$ cat config.mk
export PLATFORM = sky130hd
export DESIGN_NAME = cgp_preload_seq
export DESIGN_NICKNAME = d
export VERILOG_FILES = /design/src/rtl/cgp_pkg.sv /design/src/rtl/cgp_bus_eng.sv /design/src/rtl/cgp_evsave.sv /design/src/rtl/cgp_preload_seq.sv
export SDC_FILE = /design/constraint.sdc
export NUM_CORES = 1
export LEC_CHECK = 0
export BUFFER_PORTS_ARGS = -buffer_cell sky130_fd_sc_hd__buf_2
export CAP_MARGIN = 15
export CORE_MARGIN = 4
export CORE_UTILIZATION = 25
export DETAILED_ROUTE_END_ITERATION = 7
export PLACE_DENSITY = 0.48
export SLEW_MARGIN = 40
export SYNTH_ARGS = -nofsm -noshare
export SYNTH_HDL_FRONTEND = slang
export SYNTH_SLANG_ARGS = --single-unit
$ cat constraint.sdc
create_clock -name clk -period 2.75 [get_ports clk]
set_clock_uncertainty 0.15 [all_clocks]
set_input_delay 0.4125 -clock clk [delete_from_list [all_inputs] [get_ports clk]]
set_output_delay 0.4125 -clock clk [all_outputs]
set_load 0.03 [all_outputs]
$ cat src/rtl/cgp_pkg.sv
package cgp_pkg;

    typedef enum logic [1:0] {
        OP_LOAD   = 2'd0,
        OP_OPEN   = 2'd1,
        OP_COMMIT = 2'd2,
        OP_CANCEL = 2'd3
    } cgp_op_e;

    typedef enum logic [3:0] {
        ST_IDLE      = 4'd0,
        ST_SAVE_MASK = 4'd1,
        ST_QUIESCE   = 4'd2,
        ST_EV_READ   = 4'd3,
        ST_EV_PARK   = 4'd4,
        ST_EN_TGT    = 4'd5,
        ST_GLOB_ON   = 4'd6,
        ST_WR_COUNT  = 4'd7,
        ST_GLOB_OFF  = 4'd8,
        ST_EN_CLR    = 4'd9,
        ST_EV_REST   = 4'd10,
        ST_MASK_REST = 4'd11,
        ST_DONE      = 4'd12
    } cgp_state_e;

endpackage

$ cat src/rtl/cgp_bus_eng.sv
module cgp_bus_eng #(
    parameter int AW = 8,
    parameter int DW = 32
) (
    input  logic          clk,
    input  logic          rst_n,
    input  logic          start,
    input  logic          we,
    input  logic [AW-1:0] addr,
    input  logic [DW-1:0] wdata,
    input  logic          bus_ready,
    output logic          bus_req,
    output logic          bus_we,
    output logic [AW-1:0] bus_addr,
    output logic [DW-1:0] bus_wdata,
    output logic          xfer_done
);

    typedef struct packed {
        logic          pend;
        logic          we;
        logic [AW-1:0] addr;
        logic [DW-1:0] wdata;
    } eng_t;

    eng_t e_d, e_q;

    always_comb begin
        e_d = e_q;
        if (e_q.pend && bus_ready) begin
            e_d.pend = 1'b0;
        end else if (!e_q.pend && start) begin
            e_d.pend  = 1'b1;
            e_d.we    = we;
            e_d.addr  = addr;
            e_d.wdata = wdata;
        end
    end

    always_ff @(posedge clk or negedge rst_n) begin
        if (!rst_n) e_q <= '0;
        else        e_q <= e_d;
    end

    assign bus_req   = e_q.pend;
    assign bus_we    = e_q.we;
    assign bus_addr  = e_q.addr;
    assign bus_wdata = e_q.wdata;
    assign xfer_done = e_q.pend && bus_ready;

    AST_BUS_HOLD: assert property (@(posedge clk) disable iff (!rst_n)
        (bus_req && !bus_ready) |=> (bus_req && $stable(bus_addr) && $stable(bus_we) && $stable(bus_wdata)));

endmodule

$ cat src/rtl/cgp_evsave.sv
module cgp_evsave #(
    parameter int NCNT = 8,
    parameter int EVW  = 8,
    localparam int IW  = $clog2(NCNT)
) (
    input  logic            clk,
    input  logic            rst_n,
    input  logic            save_en,
    input  logic [IW-1:0]   save_idx,
    input  logic [EVW-1:0]  save_ev,
    input  logic            clr_all,
    input  logic [IW-1:0]   rd_idx,
    output logic [EVW-1:0]  rd_ev,
    output logic [NCNT-1:0] touched
);

    logic [EVW-1:0]  ev_d  [NCNT];
    logic [EVW-1:0]  ev_q  [NCNT];
    logic [NCNT-1:0] tch_d, tch_q;

    always_comb begin
        ev_d  = ev_q;
        tch_d = tch_q;
        if (clr_all) begin
            tch_d = '0;
        end else if (save_en) begin
            ev_d[save_idx]  = save_ev;
            tch_d[save_idx] = 1'b1;
        end
    end

    always_ff @(posedge clk or negedge rst_n) begin
        if (!rst_n) begin
            for (int i = 0; i < NCNT; i++) ev_q[i] <= '0;
            tch_q <= '0;
        end else begin
            ev_q  <= ev_d;
            tch_q <= tch_d;
        end
    end

    assign rd_ev   = ev_q[rd_idx];
    assign touched = tch_q;

    AST_SAVE_FRESH: assert property (@(posedge clk) disable iff (!rst_n)
        save_en |-> !tch_q[save_idx]);

endmodule

$ cat src/rtl/cgp_preload_seq.sv
module cgp_preload_seq
    import cgp_pkg::*;
#(
    parameter int          NCNT        = 8,
    parameter int          DW          = 32,
    parameter int          AW          = 8,
    parameter int          EVW         = 8,
    parameter logic [7:0]  GCTRL_ADDR  = 8'h00,
    parameter logic [7:0]  ENMASK_ADDR = 8'h01,
    parameter logic [7:0]  EVSEL_BASE  = 8'h10,
    parameter logic [7:0]  COUNT_BASE  = 8'h20,
    parameter logic [7:0]  NOEV_CODE   = 8'h1F,
    localparam int         IW          = $clog2(NCNT)
) (
    input  logic          clk,
    input  logic          rst_n,
    input  logic          req_valid,
    input  logic [1:0]    req_op,
    input  logic [IW-1:0] req_idx,
    input  logic [DW-1:0] req_value,
    output logic          busy,
    output logic          done,
    output logic          bus_req,
    output logic          bus_we,
    output logic [AW-1:0] bus_addr,
    output logic [DW-1:0] bus_wdata,
    input  logic [DW-1:0] bus_rdata,
    input  logic          bus_ready
);

    localparam logic [AW-1:0] A_GCTRL  = AW'(GCTRL_ADDR);
    localparam logic [AW-1:0] A_ENMASK = AW'(ENMASK_ADDR);
    localparam logic [AW-1:0] A_EVSEL  = AW'(EVSEL_BASE);
    localparam logic [AW-1:0] A_COUNT  = AW'(COUNT_BASE);
    localparam logic [IW-1:0] LAST_IDX = IW'(NCNT - 1);

    typedef struct packed {
        cgp_state_e      st;
        logic            issued;
        logic            single;
        logic            batch;
        logic            gon;
        logic [IW-1:0]   idx;
        logic [DW-1:0]   value;
        logic [NCNT-1:0] mask;
        logic [IW-1:0]   ptr;
    } seq_t;

    seq_t s_d, s_q;

    logic            cmd_bus, cmd_start, cmd_we;
    logic [AW-1:0]   cmd_addr;
    logic [DW-1:0]   cmd_wdata;
    logic            xfer_done;
    logic            save_en, clr_all;
    logic [EVW-1:0]  rest_ev;
    logic [NCNT-1:0] touched;
    cgp_op_e         op;
    logic            unused_rdata;

    assign op           = cgp_op_e'(req_op);
    assign unused_rdata = ^bus_rdata;

    function automatic logic [AW-1:0] reg_at(input logic [AW-1:0] base, input logic [IW-1:0] i);
        return base + AW'(i);
    endfunction

    cgp_evsave #(.NCNT(NCNT), .EVW(EVW)) u_save (
        .clk      (clk),
        .rst_n    (rst_n),
        .save_en  (save_en),
        .save_idx (s_q.idx),
        .save_ev  (bus_rdata[EVW-1:0]),
        .clr_all  (clr_all),
        .rd_idx   (s_q.ptr),
        .rd_ev    (rest_ev),
        .touched  (touched)
    );

    cgp_bus_eng #(.AW(AW), .DW(DW)) u_eng (
        .clk       (clk),
        .rst_n     (rst_n),
        .start     (cmd_start),
        .we        (cmd_we),
        .addr      (cmd_addr),
        .wdata     (cmd_wdata),
        .bus_ready (bus_ready),
        .bus_req   (bus_req),
        .bus_we    (bus_we),
        .bus_addr  (bus_addr),
        .bus_wdata (bus_wdata),
        .xfer_done (xfer_done)
    );

    always_comb begin
        s_d       = s_q;
        cmd_bus   = 1'b0;
        cmd_we    = 1'b0;
        cmd_addr  = '0;
        cmd_wdata = '0;
        save_en   = 1'b0;
        clr_all   = 1'b0;

        unique case (s_q.st)
            ST_IDLE: begin
                if (req_valid) begin
                    s_d.idx   = req_idx;
                    s_d.value = req_value;
                    unique case (op)
                        OP_LOAD: begin
                            if (s_q.batch) begin
                                s_d.single = 1'b0;
                                s_d.st     = touched[req_idx] ? ST_WR_COUNT : ST_EV_READ;
                            end else begin
                                s_d.single = 1'b1;
                                s_d.st     = ST_SAVE_MASK;
                            end
                        end
                        OP_OPEN: begin
                            s_d.single = 1'b0;
                            s_d.st     = s_q.batch ? ST_DONE : ST_SAVE_MASK;
                        end
                        OP_COMMIT, OP_CANCEL: begin
                            s_d.st = s_q.batch ? ST_GLOB_OFF : ST_DONE;
                        end
                        default: s_d.st = ST_IDLE;
                    endcase
                end
            end
            ST_SAVE_MASK: begin
                cmd_bus  = 1'b1;
                cmd_addr = A_ENMASK;
                if (xfer_done) begin
                    s_d.mask = bus_rdata[NCNT-1:0];
                    s_d.st   = ST_QUIESCE;
                end
            end
            ST_QUIESCE: begin
                cmd_bus  = 1'b1;
                cmd_we   = 1'b1;
                cmd_addr = A_ENMASK;
                if (xfer_done) begin
                    if (s_q.single) begin
                        s_d.st = ST_EV_READ;
                    end else begin
                        s_d.batch = 1'b1;
                        s_d.st    = ST_DONE;
                    end
                end
            end
            ST_EV_READ: begin
                cmd_bus  = 1'b1;
                cmd_addr = reg_at(A_EVSEL, s_q.idx);
                if (xfer_done) begin
                    save_en = 1'b1;
                    s_d.st  = ST_EV_PARK;
                end
            end
            ST_EV_PARK: begin
                cmd_bus   = 1'b1;
                cmd_we    = 1'b1;
                cmd_addr  = reg_at(A_EVSEL, s_q.idx);
                cmd_wdata = DW'(NOEV_CODE);
                if (xfer_done) s_d.st = ST_EN_TGT;
            end
            ST_EN_TGT: begin
                cmd_bus   = 1'b1;
                cmd_we    = 1'b1;
                cmd_addr  = A_ENMASK;
                cmd_wdata = DW'(touched);
                if (xfer_done) s_d.st = s_q.gon ? ST_WR_COUNT : ST_GLOB_ON;
            end
            ST_GLOB_ON: begin
                cmd_bus   = 1'b1;
                cmd_we    = 1'b1;
                cmd_addr  = A_GCTRL;
                cmd_wdata = DW'(1);
                if (xfer_done) begin
                    s_d.gon = 1'b1;
                    s_d.st  = ST_WR_COUNT;
                end
            end
            ST_WR_COUNT: begin
                cmd_bus   = 1'b1;
                cmd_we    = 1'b1;
                cmd_addr  = reg_at(A_COUNT, s_q.idx);
                cmd_wdata = s_q.value;
                if (xfer_done) s_d.st = s_q.single ? ST_GLOB_OFF : ST_DONE;
            end
            ST_GLOB_OFF: begin
                cmd_bus  = 1'b1;
                cmd_we   = 1'b1;
                cmd_addr = A_GCTRL;
                if (xfer_done) begin
                    s_d.gon = 1'b0;
                    s_d.st  = ST_EN_CLR;
                end
            end
            ST_EN_CLR: begin
                cmd_bus  = 1'b1;
                cmd_we   = 1'b1;
                cmd_addr = A_ENMASK;
                if (xfer_done) begin
                    s_d.ptr = '0;
                    s_d.st  = ST_EV_REST;
                end
            end
            ST_EV_REST: begin
                if (touched[s_q.ptr]) begin
                    cmd_bus   = 1'b1;
                    cmd_we    = 1'b1;
                    cmd_addr  = reg_at(A_EVSEL, s_q.ptr);
                    cmd_wdata = DW'(rest_ev);
                end
                if (!touched[s_q.ptr] || xfer_done) begin
                    if (s_q.ptr == LAST_IDX) s_d.st = ST_MASK_REST;
                    else                     s_d.ptr = s_q.ptr + 1'b1;
                end
            end
            ST_MASK_REST: begin
                cmd_bus   = 1'b1;
                cmd_we    = 1'b1;
                cmd_addr  = A_ENMASK;
                cmd_wdata = DW'(s_q.mask);
                if (xfer_done) begin
                    clr_all    = 1'b1;
                    s_d.batch  = 1'b0;
                    s_d.single = 1'b0;
                    s_d.st     = ST_DONE;
                end
            end
            ST_DONE: s_d.st = ST_IDLE;
            default: s_d.st = ST_IDLE;
        endcase

        cmd_start = cmd_bus && !s_q.issued;
        if (cmd_start) s_d.issued = 1'b1;
        if (xfer_done) s_d.issued = 1'b0;
    end

    always_ff @(posedge clk or negedge rst_n) begin
        if (!rst_n) s_q <= '0;
        else        s_q <= s_d;
    end

    assign busy = (s_q.st != ST_IDLE);
    assign done = (s_q.st == ST_DONE);

    AST_IDLE_QUIET: assert property (@(posedge clk) disable iff (!rst_n)
        !busy |-> !bus_req);
    AST_DONE_PULSE: assert property (@(posedge clk) disable iff (!rst_n)
        done |=> !done);
    AST_DONE_LAST: assert property (@(posedge clk) disable iff (!rst_n)
        done |=> !busy);
    AST_COUNT_OPEN: assert property (@(posedge clk) disable iff (!rst_n)
        (bus_req && bus_we && bus_addr >= A_COUNT && bus_addr < A_COUNT + AW'(NCNT)) |-> s_q.gon);
    AST_BUSY_HOLD: assert property (@(posedge clk) disable iff (!rst_n)
        (busy && !done) |=> busy);

endmodule

==> metrics.txt, run 1 <==
CTS Buffer Depth 2; Synth Area in Compound Gates 6.65%; final setup vio count 0; die area 0.0338 mm²; combinational share of power 35.8%; Peak VDD IR around 490 µV; largest net degree at the start of global routing between 60 and 70; drt via density 4.51; Psw 3560 µW; Die Wd 184 µm; layout cells sized above 1 42.9%; measured slew at the worst slew-check pin between 0.6 and 0.7 ns; Avg WL per Cell 17.6 µm; setup TNS 0 ns; number of enable flip-flop cells after synthesis 0; CTS resizes 0; Net count, final 784; Worst Path Class, Setup reg -> reg; fraction of the mapped netlist area in adder cells 0.323%; Internal 5730 µW; Yosys cell types 56; Post-CTS Setup Inserts 0; initial core utilization 25.3%; status finished, final reports clean; FMAX around 400 MHz; required time of the critical path 2.91 ns; Hold Path Class in -> reg; area delta synth->final 21.7%; Leak 0.00456 µW; CP max FO 10; Rows between 60 and 70; CTS tree done; P per Cell Area just under 1000 mW/mm²; Starting DRT DRC Count 300; vias 5047; sequential share of power about two fifths; GPL Wtd Cong 0.805; main combinational cell family by area after synthesis multiplexers; Yosys top cell area share 53.4%; Remaining DRCs 0; leading area contributor after synthesis dfrtp_1; Post-DRT Antenna Nets 0; Post-Synthesis Cell Area 0.00774 mm²; critical path arrival ~2.7 ns; Core Footprint 0.0306 mm²; Mapped Cells 594; ys async rst share 100%; area share of and/or/nand/nor cells after synthesis about 7%; Worst Setup Start Kind register; total power 9290 µW; RSZ-0062 raised after global routing no; n_diodes 0; clock latency on the worst-skew pair approximately 0.44 ns; number of global-route vias before repair 5198; Main synth FF type dfrtp_1; flops & latches, synth about 170; final wirelength 19700 µm; Filler Cell Count 3122; Root Buffer clkbuf_16; Register Area 0.00413 mm²; total global routing overflow 0; Synth warnings 0; DP Wirelength roughly 14000 µm; Cell Area, Placed 0.00883 mm²; Final Critical Period 2.48 ns; multi-input logic area 0.00332 mm²; Buffers on Ports 89; multiplexer share of the synthesized area 28.4%; cts bufs inserted 17; Clk pwr share 25.4%; CTS clock-pin slew for the worst setup and hold paths 0.08 ns; initial antenna violation count 0; Synth Area in XOR/XNOR 0%; Slew Viols, Final 0; Die H approximately 180 µm; CP Capture Type register; clock sinks about 170; drt pass-1 iters 4; GRT Resource Usage Total 12.0%; post-route cell area 0.00941 mm²; Final Hold Fails 0; H-tree Lvls 4; Seq/Total Area, Yosys 53.4%; period utilization 90.3%; top area cells in the synthesized netlist dfrtp_1 (53%), mux2_2 (17%), mux2i_1 (5.7%); I/O pin total 117; switching share of power a little under two fifths; syn_area_per_cell between 10 and 15 µm²; first-pass GRT wire length 31300 µm; Max transition margin 57.9%; Max Cap Viol 0
-- metrics by stage --
step | setup WS (ns) | util, % | hold WS (ns) | instances
6_report | 0.267 | 30.8 | 0.0536 | 1118
5_1_grt | 0.0892 | 30.8 | 0.0351 | 1118
4_1_cts | 0.226 | 30.8 | 0.0316 | 1118
3_5_place_dp | 0.237 | 28.9 | 0.312 | 1085
3_3_place_gp | 0.262 | 28.9 | 0.320 | 1085
2_1_floorplan | 0.542 | - | -0.0331 | 596
-- area by class of cell --
cell class,instances,share of cell area (%)
Clock buffer,17,4.52
Timing Repair Buffer,129,8.28
Tap cell,396,5.26
Clock inverter,15,1.61
Inverter,31,1.24
Sequential cell,165,43.9
Multi-Input combinational cell,365,35.2
-- Yosys cell counts, drive strengths merged, types with 2 or more instances --
cell type and instances:
o21ai 16, nor3 5, buf 28, nand2 50, a211oi 2, a22o 6, a21o 4, nor2b 7
inv 30, and2 2, ha 2, a221oi 2, or3 3, nand2b 6, nor4 2, o31ai 2
nand3 6, a21oi 17, o221ai 9, nor2 19, mux2 118, a32o 2, mux4 19, nand4 2
dfrtp 165, a22oi 4, clkbuf 7, mux2i 44
-- power groups by stage --
stage | registers (µW) | logic [µW] | clock network (µW)
after global placement | 3630 | 3350 | 0
after detailed placement | 3650 | 3380 | 0
after global routing | 3700 | 3650 | 2560
after floorplan | 3870 | 2060 | 0
final | 3600 | 3320 | 2360
after CTS | 3610 | 3390 | 2440
-- repair_timing --
item	in CTS	in global routing
hold buffers	1	0
endpoints found under the setup margin	0	0
hold endpoints to repair	61	0
-- critical path: stages (launching register included) --
cell	delay, ns
dfrtp_1	0.57
nand2_2	0.25
nor4_4	0.43
nand2b_2	0.18
nor3b_4	0.25
buf_4	0.20
mux2_2	0.34
-- layout by cell type, fill, tap and decap left out, types with 19 or more instances in the layout --
cell type and instances:
mux2_2 117, dfrtp_1 165, buf_2 88, inv_1 30, nand2_1 49, mux4_2 19, buf_4 37, mux2i_1 44
-- routing by layer --
| layer | up-vias | global-route usage, % | wire length (µm) |
|---|---|---|---|
| met4 | 0 | 2.43 | 101 |
| met5 | - | 0 | 0 |
| li1 | 2364 | - | - |
| met2 | 115 | 18.6 | 9060 |
| met3 | 10 | 3.09 | 1050 |
| met1 | 2558 | 17.0 | 9510 |
-- worst paths after layout --
check / start / to / slack (ns) / cells past startpoint
worst max-delay path: s_q[50] / u_save.ev_q[54] / 0.27 / 6
worst min-delay path: req_value[4] / s_q[15] / 0.05 / 2
worst max register to register: s_q[50] / u_save.ev_q[54] / 0.27 / 6
worst min register to register: u_save.ev_q[12] / u_save.ev_q[12] / 0.35 / 1
max in group asynchronous: rst_n / u_eng.bus_wdata[8] / 1.26 / 3
min in group asynchronous: rst_n / u_save.ev_q[11] / 0.39 / 2
-- registers in the layout, indices dropped and copies added (netlist names) --
name,cells
u_eng.bus_wdata,32
u_eng.bus_addr,5
u_save.ev_q,64
u_save.touched,8
u_eng.bus_req,1
u_eng.bus_we,1
s_q,54
-- kinds of logic after synthesis --
logic type,count (synthesis)
other,1
multiplexers,181
flip-flops,165
adder cells (fa/ha/maj),2
AO/OA/AOI/OAI,72
buffers and inverters,66
AND/OR/NAND/NOR,107
(Power assumes the default switching activity.)
==> run 2: changes to the inputs <==
ABC_AREA = 1   (was default)
CORE_MARGIN = 2   (was 4)
==> metrics.txt, run 2 <==
flops & latches, synth 165 (unchanged); Yosys top cell area share 52.9% (-0.44 points); global-route layer with the greatest usage met2; grt met1 use 18.7% (+1.7 points); Rows 64 (unchanged); Post-DRT Antenna Nets 0 (unchanged); Final Critical Period 2.30 ns (-0.180 ns); Avg WL per Cell 14.7 µm (-16%); final setup vio count 0 (unchanged); first-pass GRT wire length 36700 µm (+17%); most common cell after layout, fill and taps aside nand2_1; Register Area 0.00413 mm² (unchanged); Final Hold Fails 0 (unchanged); Post-CTS Setup Inserts 0 (unchanged); number of global-route vias before repair 6542 (+26%); number of enable flip-flop cells after synthesis 0 (unchanged); cts bufs inserted 17 (unchanged); DP Wirelength 15000 µm (+7.9%); Worst Path Class, Setup reg -> reg; Max transition margin 62.9% (+5.0 points); n_diodes 0 (unchanged); Synth warnings 0 (unchanged); M3 GR Usage 2.55% (-0.54 points); WHS Endpoint u_eng.bus_req; vias 6674 (+32%); Worst Setup Start Kind register; leading area contributor after synthesis dfrtp_1; initial core utilization 25.4% (+0.14 points); CTS Buffer Depth 2 (unchanged); I/O pin total 117 (unchanged); measured slew at the worst slew-check pin 0.555 ns (-0.0713 ns); top area cells in the synthesized netlist dfrtp_1 (53%), nand2_1 (15%), o21ai_0 (7.3%); multi-input logic area 0.00313 mm² (-5.6%); GR Util met2 24.0% (+5.4 points); Die Wd 181 µm (-1.8%); most frequent cells in the layout nand2_1 (305), dfrtp_1 (165), nor2_1 (145); initial antenna violation count 0 (unchanged); Hold Path Class in -> reg; Root Buffer clkbuf_16; layout cells sized above 1 14.8% (-28 points); top-count cell post-synth nand2_1; status finished, final reports clean; most flop-heavy register u_save.ev_q; Starting DRT DRC Count 490 (+63%); H-tree Lvls 4 (unchanged); total power 8630 µW (-7.1%); Filler Cell Count 3393 (+8.7%); WHS 0.0314 ns (-0.0222 ns); die area 0.0326 mm² (-3.5%); Max Cap Viol 0 (unchanged); CP Capture Type register; P per Cell Area 926 mW/mm² (-6.2%); Seq/Total Area, Yosys 52.9% (-0.44 points); Remaining DRCs 0 (unchanged); top cells by count, synth nand2_1 (306), dfrtp_1 (165), nor2_1 (146), o21ai_0 (114), inv_1 (79); worst r2r src s_q[53]; critical path arrival 2.49 ns (-0.16 ns); total global routing overflow 0 (unchanged); FF-to-FF setup slack 0.45 ns (+0.18 ns); Post-Synthesis Cell Area 0.00780 mm² (+0.82%); GRT Resource Usage Total 14.2% (+2.2 points); period utilization 83.7% (-6.6 points); Yosys cell types 29 (-48%); clock sinks 165 (unchanged); Worst Hold Depth 2 (unchanged); reg2reg end u_save.ev_q[61]; RSZ-0062 raised after global routing no; drt pass-1 iters 5 (+1); Net count, final 1181 (+51%); setup TNS 0 ns (unchanged); syn_area_per_cell 7.64 µm² (-41%); required time of the critical path 2.94 ns (+0.03 ns); ys async rst share 100% (unchanged); GPL Wtd Cong 0.866 (+7.7%); clock latency on the worst-skew pair 0.44 ns (about the same); CP max FO 17 (+7); largest net degree at the start of global routing 62 (-6.1%); Leak 0.00485 µW (+6.5%); drt via density 4.41 (-2.4%); Hold Path Origin bus_ready; area delta synth->final 19.4%; CTS clock-pin slew for the worst setup and hold paths 0.07 ns (about the same); final wirelength 22300 µm (+13%); Main synth FF type dfrtp_1; Core Footprint 0.0307 mm² (+0.26%); Peak VDD IR 484 µV (-1.8%); CTS tree done; Mapped Cells 1021 (+72%); Slew Viols, Final 0 (unchanged); Buffers on Ports 89 (unchanged); Die H 181 µm (-1.8%); FMAX 434 MHz (+7.8%); max reg flops 64 (unchanged); Worst R2R Path Depth 7 (+1)
## run 2: how the worst max path moves through the flow
stage / start / depth (start not counted) / slack [ns] / to
floorplan: s_q[50] / 8 / 0.80 / s_q[19]
global placement: s_q[53] / 8 / 0.52 / u_save.ev_q[54]
detailed placement: s_q[53] / 8 / 0.47 / u_save.ev_q[54]
CTS: s_q[53] / 8 / 0.45 / u_save.ev_q[54]
global route: s_q[52] / 8 / 0.25 / u_save.ev_q[49]
finish: s_q[53] / 7 / 0.45 / u_save.ev_q[61]
## run 2: cell type report
class	count	share of cell area, %
flip-flops and latches	165	44.3
inverters	86	3.46
multi-input cells	723	33.6
clock inverters	14	1.49
repair buffers	113	7.21
clock buffers	18	4.61
well taps	396	5.32
## run 2: metrics by stage
step	cell area, µm²	cells	util (%)	setup slack (ns)
2_1_floorplan	7810	1023	-	0.803
4_1_cts	9320	1515	30.4	0.448
3_3_place_gp	8740	1482	28.5	0.517
5_1_grt	9320	1515	30.4	0.249
3_5_place_dp	8740	1482	28.5	0.471
6_report	9320	1515	30.4	0.447
## run 2: metal layers
| layer | part of all wire (%) | routed length [µm] |
|---|---|---|
| met2 | 48 | 10800 |
| met5 | 0 | 0 |
| met1 | 47 | 10500 |
| met4 | 1.3 | 298 |
| met3 | 3.2 | 724 |
## run 2: logic make-up after synthesis
logic type / count (synthesis) / share of synthesized area (%)
mux: 1 / 0.144
buf+inv: 135 / 7.12
simple gates: 533 / 27.5
fa+ha+maj: 2 / 0.321
flops: 165 / 52.9
compound gates: 184 / 11.9
other cells: 1 / 0.0481
## run 2: critical path: stages (launching register included)
cell and delay (ns):
dfrtp_1 0.48, nor2_2 0.31, nand2_1 0.16, nor2_1 0.20, inv_2 0.09, nor2_4 0.14, nand3_2 0.38, o21ai_0 0.30
## run 2: repair_timing
action | in CTS | in global routing
resized for setup | 0 | 0
hold buffers | 1 | 0
hold endpoints to repair | 43 | 0
## run 2: where the power goes
part	switching [µW]	leakage [µW]	total, µW	internal (µW)
Clock	1120	0.000276	2400	1270
Combinational	2120	0.00245	3020	897
Sequential	269	0.00213	3210	2940
Total	3520	0.00485	8630	5110
